==> config.mk <==
export PLATFORM = sky130hd
export DESIGN_NAME = wdog_irq_unit
export DESIGN_NICKNAME = d
export VERILOG_FILES = /design/src/rtl/wdi_pkg.sv /design/src/rtl/wdi_watchdog.sv /design/src/rtl/wdi_flags.sv /design/src/rtl/wdi_pin.sv /design/src/rtl/wdog_irq_unit.sv
export SDC_FILE = /design/constraint.sdc
export NUM_CORES = 1
export LEC_CHECK = 0
export ABC_CLOCK_PERIOD_IN_PS = 2480
export BUFFER_PORTS_ARGS = -buffer_cell sky130_fd_sc_hd__buf_2
export CELL_PAD_IN_SITES_DETAIL_PLACEMENT = 1
export CELL_PAD_IN_SITES_GLOBAL_PLACEMENT = 1
export CORE_MARGIN = 10
export CORE_UTILIZATION = 40
export DETAILED_ROUTE_END_ITERATION = 8
export MAX_ROUTING_LAYER = met4
export PLACE_DENSITY = 0.72
export SYNTH_ARGS = -nofsm -noshare
export SYNTH_HDL_FRONTEND = slang
export SYNTH_SLANG_ARGS = --single-unit
==> constraint.sdc <==
create_clock -name clk -period 2.48 [get_ports clk]
set_input_delay 0.496 -clock clk [delete_from_list [all_inputs] [get_ports clk]]
set_output_delay 0.496 -clock clk [all_outputs]
set_load 0.02 [all_outputs]
==> src/rtl/wdi_pkg.sv <==
package wdi_pkg;
  localparam int REG_W = 8;
  // watchdog register fields
  localparam int WD_STB_BIT  = 7;
  localparam int WD_LOCK_BIT = 6;
  // interrupt-control register fields
  localparam int IC_WIE_BIT  = 7;
  localparam int IC_AIE_BIT  = 6;
  localparam int IC_PFE_BIT  = 5;
  localparam int IC_POL_BIT  = 3;
  localparam int IC_MODE_BIT = 2;
  // flag vector order
  localparam int NFLAG  = 3;
  localparam int F_WD   = 0;
  localparam int F_ALM  = 1;
  localparam int F_PF   = 2;

  typedef struct packed {
    logic wie;
    logic aie;
    logic pfe;
    logic pol_hi;
    logic pulse_mode;
  } irq_cfg_t;
endpackage

==> src/rtl/wdi_watchdog.sv <==
module wdi_watchdog
  import wdi_pkg::*;
#(
  parameter int TMO_W = 6
) (
  input  logic             clk,
  input  logic             rst_n,
  input  logic             tick,
  input  logic             wr_en,
  input  logic [REG_W-1:0] wr_data,
  output logic             expire
);
  logic [TMO_W-1:0] tmo_q, cnt_q, tmo_next;
  logic             lock_q;
  logic             take_tmo, reload;

  assign take_tmo = wr_en && !lock_q;
  assign tmo_next = take_tmo ? wr_data[TMO_W-1:0] : tmo_q;
  assign reload   = wr_en && (wr_data[WD_STB_BIT] || take_tmo);
  assign expire   = tick && !wr_en && (tmo_q != '0) && (cnt_q == TMO_W'(1));

  always_ff @(posedge clk or negedge rst_n) begin
    if (!rst_n) begin
      tmo_q  <= '0;
      cnt_q  <= '0;
      lock_q <= 1'b0;
    end else if (wr_en) begin
      lock_q <= wr_data[WD_LOCK_BIT];
      tmo_q  <= tmo_next;
      if (reload) cnt_q <= tmo_next;
    end else if (tick && (tmo_q != '0)) begin
      if (cnt_q <= TMO_W'(1)) cnt_q <= tmo_q;
      else                    cnt_q <= cnt_q - TMO_W'(1);
    end
  end


  disabled_idle_chk: assert property (@(posedge clk) disable iff (!rst_n)
    (tmo_q == '0) |-> (cnt_q == '0));

  lock_hold_chk: assert property (@(posedge clk) disable iff (!rst_n)
    (wr_en && lock_q) |=> $stable(tmo_q));

  cnt_range_chk: assert property (@(posedge clk) disable iff (!rst_n)
    (tmo_q != '0) |-> ((cnt_q != '0) && (cnt_q <= tmo_q)));
endmodule

==> src/rtl/wdi_flags.sv <==
module wdi_flags
  import wdi_pkg::*;
(
  input  logic             clk,
  input  logic             rst_n,
  input  logic [NFLAG-1:0] set_vec,
  input  logic             rd,
  output logic [NFLAG-1:0] flags
);
  for (genvar i = 0; i < NFLAG; i++) begin : g_flag
    logic f_q;
    always_ff @(posedge clk or negedge rst_n) begin
      if (!rst_n)          f_q <= 1'b0;
      else if (set_vec[i]) f_q <= 1'b1;
      else if (rd)         f_q <= 1'b0;
    end
    assign flags[i] = f_q;


    set_seen_chk: assert property (@(posedge clk) disable iff (!rst_n)
      set_vec[i] |=> flags[i]);

    rd_clear_chk: assert property (@(posedge clk) disable iff (!rst_n)
      (rd && !set_vec[i]) |=> !flags[i]);
  end
endmodule

==> src/rtl/wdi_pin.sv <==
module wdi_pin
  import wdi_pkg::*;
#(
  parameter int PULSE_TICKS = 6
) (
  input  logic             clk,
  input  logic             rst_n,
  input  logic             tick,
  input  irq_cfg_t         cfg,
  input  logic [NFLAG-1:0] flags,
  input  logic [NFLAG-1:0] trig_vec,
  output logic             irq_pin
);
  localparam int PW = $clog2(PULSE_TICKS + 1);

  logic [NFLAG-1:0] en_vec;
  logic [PW-1:0]    pcnt_q;
  logic             trig, level_on, on;

  assign en_vec   = {cfg.pfe, cfg.aie, cfg.wie};
  assign trig     = |(trig_vec & en_vec);
  assign level_on = |(flags & en_vec);
  assign on       = cfg.pulse_mode ? (pcnt_q != '0) : level_on;
  assign irq_pin  = cfg.pol_hi ? on : !on;

  always_ff @(posedge clk or negedge rst_n) begin
    if (!rst_n)                          pcnt_q <= '0;
    else if (trig && cfg.pulse_mode)     pcnt_q <= PW'(PULSE_TICKS);
    else if (tick && (pcnt_q != '0))     pcnt_q <= pcnt_q - PW'(1);
  end


  pulse_cause_chk: assert property (@(posedge clk) disable iff (!rst_n)
    ((pcnt_q == '0) && !trig) |=> (pcnt_q == '0));

  pulse_bound_chk: assert property (@(posedge clk) disable iff (!rst_n)
    pcnt_q <= PW'(PULSE_TICKS));
endmodule

==> src/rtl/wdog_irq_unit.sv <==
module wdog_irq_unit
  import wdi_pkg::*;
#(
  parameter int TMO_W       = 6,
  parameter int PULSE_TICKS = 6
) (
  input  logic             clk,
  input  logic             rst_n,
  input  logic             tick_32hz,
  input  logic             wr_en,
  input  logic             wr_sel,
  input  logic [REG_W-1:0] wr_data,
  input  logic             flags_rd,
  input  logic             alarm_evt,
  input  logic             pfail_evt,
  output logic             wd_flag,
  output logic             alarm_flag,
  output logic             pfail_flag,
  output logic             irq_pin
);
  irq_cfg_t         cfg_q;
  logic             wd_exp;
  logic [NFLAG-1:0] set_vec, flags;

  always_ff @(posedge clk or negedge rst_n) begin
    if (!rst_n) cfg_q <= '0;
    else if (wr_en && wr_sel) begin
      cfg_q.wie        <= wr_data[IC_WIE_BIT];
      cfg_q.aie        <= wr_data[IC_AIE_BIT];
      cfg_q.pfe        <= wr_data[IC_PFE_BIT];
      cfg_q.pol_hi     <= wr_data[IC_POL_BIT];
      cfg_q.pulse_mode <= wr_data[IC_MODE_BIT];
    end
  end

  wdi_watchdog #(.TMO_W(TMO_W)) u_wd (
    .clk(clk), .rst_n(rst_n), .tick(tick_32hz),
    .wr_en(wr_en && !wr_sel), .wr_data(wr_data), .expire(wd_exp)
  );

  always_comb begin
    set_vec        = '0;
    set_vec[F_WD]  = wd_exp;
    set_vec[F_ALM] = alarm_evt;
    set_vec[F_PF]  = pfail_evt;
  end

  wdi_flags u_flags (
    .clk(clk), .rst_n(rst_n), .set_vec(set_vec), .rd(flags_rd), .flags(flags)
  );

  wdi_pin #(.PULSE_TICKS(PULSE_TICKS)) u_pin (
    .clk(clk), .rst_n(rst_n), .tick(tick_32hz), .cfg(cfg_q),
    .flags(flags), .trig_vec(set_vec), .irq_pin(irq_pin)
  );

  assign wd_flag    = flags[F_WD];
  assign alarm_flag = flags[F_ALM];
  assign pfail_flag = flags[F_PF];


  gate_off_chk: assert property (@(posedge clk) disable iff (!rst_n)
    (!cfg_q.pulse_mode && ((flags & {cfg_q.pfe, cfg_q.aie, cfg_q.wie}) == '0))
      |-> (irq_pin == !cfg_q.pol_hi));
endmodule

### After elaboration in Yosys (flattened, before gate mapping)

Cells that the tools add are included.

| operators by class | value |
|---|---|
| reductions and logical operators | 25 |
| multiplexer cells | 13 |
| $add $sub $neg | 2 |
| equality and inequality tests | 2 |
| bitwise logic cells | 2 |
| magnitude comparators | 1 |

Operators by type and width:

| cell | number |
|---|---|
| $mux 6 | 5 |
| $logic_and 1x1->1 | 10 |
| $reduce_bool 2->1 | 5 |
| $and 3x3->3 | 2 |
| $eq 6x1->1 const B | 1 |
| $le 6x1->1 const B | 1 |
| $mux 1 | 6 |
| $mux 3 | 2 |
| $reduce_bool 6->1 | 1 |
| $reduce_or 3->1 | 2 |
| $sub 6x1->6 const B | 1 |
| $logic_not 1->1 | 4 |
| $reduce_bool 3->1 | 1 |
| $sub 3x1->3 const B | 1 |
| $ne 2x2->1 const B | 1 |
| $reduce_and 2->1 | 1 |
| $logic_or 1x1->1 | 1 |

| word-level totals | value |
|---|---|
| input port bits | 16 |
| logic and storage cells | 57 |
| output and inout port bits | 4 |
| register bits after elaboration | 24 |

### Depth between registers and ports, before layout

Gate-level depths: netlist of run 1.

| logic depth | value |
|---|---|
| depth in word-level cells | 10 |
| depth in mapped cells | 7 |
| depth with buffers taken out | 7 |

### Modules after synthesis

Synthesis of run 1 repeated with hierarchy kept, for this count alone.

| unflattened totals | value |
|---|---|
| cell total of the unflattened synthesis | 121 |
| area, all modules | 1320.0 µm² |

By module, submodules not included:

| module | area each (µm²) | cells an instance | instances | sequential area each (µm²) |
|---|---|---|---|---|
| wdi_watchdog | 799.5 | 79 | 1 | 325.3 |
| wdi_pin | 200.2 | 20 | 1 | 75.1 |
| wdog_irq_unit | 196.4 | 12 | 1 | 125.1 |
| wdi_flags | 123.9 | 10 | 1 | 75.1 |

### Worst setup path before layout of run 1

Ideal clock, no wire load.

| timing path | value |
|---|---|
| kind | reg-to-reg |
| from | register u_wd.tmo_q[4] |
| to | register u_wd.cnt_q[5] |
| arrival time | 1755 ps |
| path buffers | 0 |
| slack | 604 ps |
| clock period less this slack | 1876 ps |
| cell stages (with the launch flop) | 6 |
| data required time | 2359 ps |
| setup time | 121 ps |
| path through | dfrtp_1 or4_4 o311ai_4 o22ai_2 a21o_1 a22o_1 |

| between the ends | value |
|---|---|
| cells in the longest elaborated chain, start to end | 4 |

Ends and longest elaborated chain:

| what | RTL line | source |
|---|---|---|
| from (decl) | wdi_watchdog.sv:13 | `logic [TMO_W-1:0] tmo_q, cnt_q, tmo_next;` |
| from (signal assigned) | wdi_watchdog.sv:29 | `tmo_q <= tmo_next;` |
| $reduce_bool 6->1 | wdi_watchdog.sv:31 | `end else if (tick && (tmo_q != '0)) begin` |
| $logic_and 1x1->1 | wdi_watchdog.sv:31 |  |
| $reduce_bool 2->1 (no source line) | n/a |  |
| $reduce_and 2->1 (no source line) | n/a |  |
| to (signal assigned) | wdi_watchdog.sv:30 | `if (reload) cnt_q <= tmo_next;` |
| to (signal assigned) | wdi_watchdog.sv:32 | `if (cnt_q <= TMO_W'(1)) cnt_q <= tmo_q;` |
| to (signal assigned) | wdi_watchdog.sv:33 | `else cnt_q <= cnt_q - TMO_W'(1);` |
| to (decl) | wdi_watchdog.sv:13 |  |

Every way passes these cells.
A chain may end at the register's enable or synchronous reset.

### Worst setup path after layout of run 1

| timing path | value |
|---|---|
| from | register u_pin.pcnt_q[0] |
| to | output irq_pin |

| between the ends | value |
|---|---|
| cells in the longest elaborated chain, start to end | 4 |

Ends and longest elaborated chain:

| what | RTL line | source |
|---|---|---|
| from (decl) | wdi_pin.sv:17 | `logic [PW-1:0] pcnt_q;` |
| from (signal assigned) | wdi_pin.sv:28 | `else if (trig && cfg.pulse_mode) pcnt_q <= PW'(PULSE_TICKS);` |
| from (signal assigned) | wdi_pin.sv:29 | `else if (tick && (pcnt_q != '0)) pcnt_q <= pcnt_q - PW'(1);` |
| $reduce_bool 3->1 * | wdi_pin.sv:23 | `assign on = cfg.pulse_mode ? (pcnt_q != '0) : level_on;` |
| $mux 1 * | wdi_pin.sv:23 |  |
| $logic_not 1->1 | wdi_pin.sv:24 | `assign irq_pin = cfg.pol_hi ? on : !on;` |
| $mux 1 * | wdi_pin.sv:24 |  |
| to (decl) | wdog_irq_unit.sv:19 | `output logic irq_pin` |

Mark *: on every way between the ends. The rest lies on a longest branch, timed or not.

==> results by group, run 1 <==
Critical path
  – Critical path class: reg -> out
  – Endpoint class of the critical path: output pin
  – Reg-to-Reg Start: u_wd.tmo_q[4]
  – Required time of the worst setup path: between 1.5 and 2 ns
  – Reg2reg end: u_wd.cnt_q[1]
  – Startpoint Class: register
  – CP arrival: about 1.7 ns
  – Max FO, Critical Path: 2
  – Reg2reg setup slack: just under 0.4 ns
  – Worst Reg-to-Reg Cells: 5

Synth
  – Post-synth EDFFs: 0
  – Commonest register cell after synthesis: dfrtp_1
  – Most frequent cell after synthesis: dfrtp_1
  – Leading post-synthesis cells by cell area: dfrtp_1, mux2_2, nand2_1
  – Yosys warnings: 0
  – Gate Count Post-Synth: roughly 130
  – Synth Register Bits: 24
  – Synthesized area: between 1000 and 1500 µm²
  – Unique masters post-synth: 35
  – Syn nets: approximately 150
  – Leading area contributor after synthesis: dfrtp_1
  – Commonest cells in the netlist: dfrtp_1, nand2_1, o21ai_0
  – Async SR Flop Fraction: between 90% and 100%
  – Post-synth top area share: a little under half
  – Post-synthesis average cell area: between 9 and 10 µm²
  – Sequential area share after synthesis: a little under half

Job
  – Max-Cap Viols: 0

CTS
  – H-tree depth: 1
  – Root Buffer: clkbuf_4
  – Clk slew on worst S/H paths: approximately 0.14 ns
  – # hold bufs at CTS: 0
  – CTS Buffer Depth: 2
  – Worst skew pair latency: about 0.33 ns
  – # resized after CTS: 0
  – CTS tree: done
  – CTS buffer count: 3
  – # Post-CTS Setup Buffers: 0
  – TritonCTS Sinks: 24

Routing
  – Pre-Repair DR Iteration Count: 7
  – Wire per inst: about 17 µm
  – Routed WL: around 3400 µm
  – Starting DRT DRC Count: a little under 80
  – DRC Markers: 0
  – Total number of vias: 1068
  – Vias/cell: ~5.3
  – Routed Antenna Nets: 0

Finish
  – Fraction of layout cells with a size suffix above 1: about a quarter
  – # nets final: 178
  – Layout Cells excl Fill: about 200
  – Layout area overhead: 14.6%
  – ANT cells: 0

Global routing
  – Total GRT Usage: between 10% and 20%
  – Pin count of the biggest net entering global routing: 25
  – Initial antenna violation count: 0
  – Vias in the first global route: 1177
  – First-pass GRT wire length: 5660 µm
  – Gr ovfl total: 0

STA
  – Worst-Margin Slew: roughly 0.56 ns
  – Crit share post-route: around 89%
  – Fin crit period: around 2.2 ns
  – Slew HR: 62.7%
  – Worst Skew: approximately 0.0017 ns
  – Fmax: 454 MHz
  – Setup TNS: 0 ns
  – Final-report setup violation count: 0
  – Unrepaired setup endpoints after global routing: no
  – Max Slew Vio Count: 0
  – Number of hold violations in the final report: 0

Power
  – Leak: 0.699 nW
  – Peak VDD IR: between 0.0003 and 0.0004 V
  – Cell Pwr Density: between 800 and 900 nW/µm²

Placed design
  – Placer Congestion: slightly below 0.9
  – Buffers on Ports: 19
  – Hpwl dp: 2690 µm
  – DP Cell Count: just under 200

Run status
  – Outcome: finished, final reports clean

Floorplanning
  – Area of the die: 5990 µm²
  – Die Wd: about 77 µm
  – Std-Cell Rows: 20
  – Initial core utilization: about 42%
  – I/O pin cnt: 20
  – Die Height: between 70 and 80 µm
  – Core area: approximately 3100 µm²

Hold path
  – Worst Hold Class: in -> async
metal layers:
metal  share of wire (%)  vias up  wire [µm]  GRT usage, %
met5                   0        -          0             -
li1                    -      523          -             -
met1                  47      523       1580          13.7
met4                 1.4        0         48          4.38
met3                 2.4        5         81          1.73
met2                  50       17       1680          20.0
worst max path at each step:
| stage | startpoint | end |
|---|---|---|
| global route | u_pin.pcnt_q[0] | irq_pin |
| detailed placement | u_wd.tmo_q[4] | u_wd.cnt_q[1] |
| CTS | u_pin.pcnt_q[0] | irq_pin |
| finish | u_pin.pcnt_q[0] | irq_pin |
| floorplan | u_wd.tmo_q[4] | u_wd.cnt_q[5] |
| global placement | u_wd.tmo_q[4] | u_wd.cnt_q[1] |
final cells by class:
class	count	area, µm²
Clock buffer	4	36.3
Sequential cell	24	601
Inverter	11	41.3
Tap cell	44	55.1
Multi-Input combinational cell	97	667
Timing Repair Buffer	21	110
Fill cell	385	1590
layout by cell type, fill, tap and decap left out, drive strengths merged, types with 2 or more instances in the layout:
cell / instances
dfrtp: 24
buf: 21
nand2: 19
o21ai: 15
inv: 11
mux2: 9
a21oi: 6
nand3: 4
a21o: 4
nor2: 4
ha: 4
clkbuf: 4
xnor2: 3
nor2b: 3
nor3: 3
a22o: 3
a222oi: 2
mux2i: 2
power by group:
part	switching, mW	total, mW	internal [mW]
logic	0.256	0.479	0.223
clock network	0.127	0.217	0.0900
registers	0.122	0.622	0.500
total	0.505	1.32	0.813
registers in the layout, summed over array words and instances, names as in the netlist:
name                count
cfg_q                   5
u_flags.g_flag.f_q      3
u_wd.lock_q             1
u_wd.cnt_q              6
u_pin.pcnt_q            3
u_wd.tmo_q              6
per-stage QoR:
step / hold slack [ns] / util, % / power, mW / setup WS (ns) / instance area (µm²)
detailed placement: 0.498 / 47.5 / 1.11 / 0.410 / 1470
floorplan: 0.200 / - / 0.947 / 0.604 / 1320
global route: 0.149 / 48.7 / 1.43 / 0.138 / 1510
CTS: 0.138 / 48.7 / 1.34 / 0.244 / 1510
finish: 0.135 / 48.7 / 1.32 / 0.280 / 1510
global placement: 0.485 / 47.5 / 1.09 / 0.429 / 1470
cells by family (layout without fill, tap and decap cells):
logic type | Yosys count | after routing | synth area share [%]
mux | 11 | 11 | 9.21
xor+xnor | 3 | 3 | 1.99
buf+inv | 13 | 36 | 3.80
simple gates | 39 | 39 | 14.0
flops | 24 | 24 | 45.6
fa+ha+maj | 4 | 4 | 3.80
compound gates | 40 | 40 | 21.7
worst max-delay path, cell delays in order, from the launching register on:
cell	delay (ns)
dfrtp_1	0.38
inv_1	0.05
ha_1	0.19
ha_1	0.20
mux2i_1	0.22
xnor2_1	0.15
buf_2	0.18
(Power assumes the default switching activity.)
==> run 2, diff against run 1 <==
--- a/config.mk
+++ b/config.mk
@@ -9,11 +9,12 @@
 export BUFFER_PORTS_ARGS = -buffer_cell sky130_fd_sc_hd__buf_2
 export CELL_PAD_IN_SITES_DETAIL_PLACEMENT = 1
 export CELL_PAD_IN_SITES_GLOBAL_PLACEMENT = 1
-export CORE_MARGIN = 10
+export CORE_MARGIN = 2
 export CORE_UTILIZATION = 40
 export DETAILED_ROUTE_END_ITERATION = 8
 export MAX_ROUTING_LAYER = met4
-export PLACE_DENSITY = 0.72
+export PLACE_DENSITY = 0.7
 export SYNTH_ARGS = -nofsm -noshare
 export SYNTH_HDL_FRONTEND = slang
+export SYNTH_HIERARCHICAL = 1
 export SYNTH_SLANG_ARGS = --single-unit
==> run 2 against run 1 <==
  * Worst setup slack improved by 0.032 ns
  * Clock skew decreased by 0.00068 ns
  * Routed wire length decreased by 9.9%
  * Hold slack improved by 0.0071 ns
  * Die area decreased by 37%
  * Sequential share of layout area increased by 0.77 points
  * Sequential power increased by 4.7%
==> results by group, run 2 <==
Run status
  – Outcome: finished, final reports clean

Critical path
  – CP arrival: around 1.7 ns
  – Max FO, Critical Path: 3
  – Worst setup path endpoint: irq_pin
  – Largest stage delay on the critical path: around 0.43 ns
  – Reg2reg end: u_pin/pcnt_q[1]
  – CP max stage cell: a222oi_1
  – Reg2reg setup slack: around 0.35 ns
  – Reg-to-Reg Start: u_wd/tmo_q[3]
  – Crit path cell chain: a222oi_1 -> mux2i_1 -> xnor2_1 -> buf_2
  – Required time of the worst setup path: 1.98 ns
  – Endpoint class of the critical path: output pin
  – Critical path class: reg -> out
  – Critical path launch point: u_flags/g_flag[1].f_q
  – Worst Reg-to-Reg Cells: 6
  – Startpoint Class: register

Synth
  – Sequential area share after synthesis: about 45%
  – Commonest register cell after synthesis: dfrtp_1
  – Unique masters post-synth: 37
  – Syn nets: 141
  – Yosys warnings: 6
  – Leading area contributor after synthesis: dfrtp_1
  – Gate Count Post-Synth: about 120
  – Synth Register Bits: 24
  – Post-synth EDFFs: 0
  – Most frequent cell after synthesis: dfrtp_1
  – Post-synth top area share: 45.5%
  – Post-synthesis average cell area: around 11 µm²
  – Leading post-synthesis cells by cell area: dfrtp_1, mux2i_1, mux2_2
  – Commonest cells in the netlist: dfrtp_1, inv_1, o21ai_0
  – Synthesized area: about 1300 µm²
  – Async SR Flop Fraction: 100%

STA
  – Unrepaired setup endpoints after global routing: no
  – Max Slew Vio Count: 0
  – Worst Skew: 0.00106 ns
  – Worst-Margin Slew: approximately 0.67 ns
  – Fin crit period: approximately 2.2 ns
  – Number of hold violations in the final report: 0
  – Hold_ws: ~0.14 ns
  – Final-report setup violation count: 0
  – Crit share post-route: slightly below 90%
  – Fmax: roughly 460 MHz
  – Slew HR: a little under three fifths
  – Setup TNS: 0 ns

Placed design
  – DP Cell Count: 178
  – Hpwl dp: approximately 2400 µm
  – Buffers on Ports: 19
  – Placer Congestion: around 0.80

CTS
  – # Post-CTS Setup Buffers: 0
  – CTS tree: done
  – Root Buffer: clkbuf_4
  – Worst skew pair latency: approximately 0.32 ns
  – # resized after CTS: 0
  – CTS buffer count: 3
  – TritonCTS Sinks: 24
  – CTS Buffer Depth: 2
  – H-tree depth: 1
  – # hold bufs at CTS: 0
  – Clk slew on worst S/H paths: about 0.14 ns

Floorplanning
  – I/O pin cnt: 20
  – Core area: a little over 3000 µm²
  – Area of the die: 3780 µm²
  – Die Wd: between 60 and 70 µm
  – Initial core utilization: around 43%
  – Std-Cell Rows: 20
  – Die Height: approximately 61 µm

Global routing
  – Total GRT Usage: around a fifth
  – Pin count of the biggest net entering global routing: 25
  – Gr ovfl total: 0
  – First-pass GRT wire length: approximately 5000 µm
  – Initial antenna violation count: 0
  – Vias in the first global route: 1100

Hold path
  – Worst Hold Class: in -> async

Routing
  – Wire per inst: 16.7 µm
  – DRC Markers: 0
  – Total number of vias: between 900 and 1000
  – Starting DRT DRC Count: 40
  – Routed Antenna Nets: 0
  – Vias/cell: 5.44
  – Pre-Repair DR Iteration Count: 4
  – Routed WL: between 3000 and 4000 µm

Power
  – Leak: between 0.7 and 0.8 nW
  – Cell Pwr Density: between 1000 and 1500 nW/µm²
  – Power Total: between 1 and 1.5 mW
  – Peak VDD IR: 0.000478 V

Finish
  – # nets final: between 150 and 200
  – Core Util, Final: between 40% and 50%
  – Commonest non-fill, non-tap cell in the layout: dfrtp_1
  – Layout area overhead: 12.2%
  – Top Registers: u_wd/cnt_q x6, u_wd/tmo_q x6, cfg_q x5
  – ANT cells: 0
  – Layout Cells excl Fill: about 180
  – Fraction of layout cells with a size suffix above 1: around 28%
  – Most frequent cells in the layout: dfrtp_1, buf_2, inv_1

Job
  – Max-Cap Viols: 0
-- run 2: changes by cell type in the layout (fill, tap and decap cells not counted), sizes merged, moves of 4 or more --
cell   delta
o21ai     -5
nand2    -13
a21oi     -5
mux2i     +5
mux2      -4
-- run 2: cells by family after synthesis --
family / share of synthesized area, %
buffers and inverters: 7.11
xor gates and xnor gates: 2.65
DFF: 45.5
adders and majority gates: 3.79
and+or+nand+nor: 14.3
muxes: 9.57
AOI/OAI and AO/OA: 17.1
-- run 2: report_power, final --
part	total, mW	switching (mW)	internal [mW]
clock network	0.291	0.127	0.163
registers	0.651	0.147	0.505
logic	0.547	0.280	0.267
-- run 2: how the worst min path moves through the flow --
stage | to | slack [ns] | depth (start not counted)
4_1_cts | u_wd/cnt_q[5] | 0.15 | 1
3_3_place_gp | u_flags/g_flag[2].f_q | 0.49 | 1
6_report | u_wd/cnt_q[3] | 0.14 | 1
5_1_grt | u_wd/lock_q | 0.17 | 1
3_5_place_dp | u_flags/g_flag[1].f_q | 0.50 | 1
2_1_floorplan | cfg_q[0] | 0.20 | 0
-- run 2: critical path: cells and delay by family (launching register included) --
| family | cells | cell delay (ns) |
|---|---|---|
| mux | 1 | 0.15 |
| compound gates | 1 | 0.43 |
| flops | 1 | 0.42 |
| xor+xnor | 1 | 0.17 |
| buf+inv | 1 | 0.18 |
-- run 2: routing by layer --
layer | wire [µm] | GRT usage (%) | up-vias
li1 | - | - | 463
met1 | 1500 | 25.5 | 506
met2 | 1450 | 30.7 | 19
met3 | 75 | 2.10 | 2
met4 | 18 | 5.78 | 0
met5 | 0 | - | -
-- run 2: layout make-up --
class                      count  area [µm²]
clock buffer                   3        22.5
clock inverter                 1        30.0
fill                         365        1620
inverter                      14        52.6
multi-input combinational     77         626
sequential                    24         601
tap                           44        55.1
timing repair buffer          19        95.1
-- run 2: through the flow --
step	instance area (µm²)	setup slack [ns]
after floorplan	1320	0.610
after global placement	1430	0.489
after detailed placement	1430	0.379
after CTS	1480	0.299
after global routing	1480	0.184
final	1480	0.311
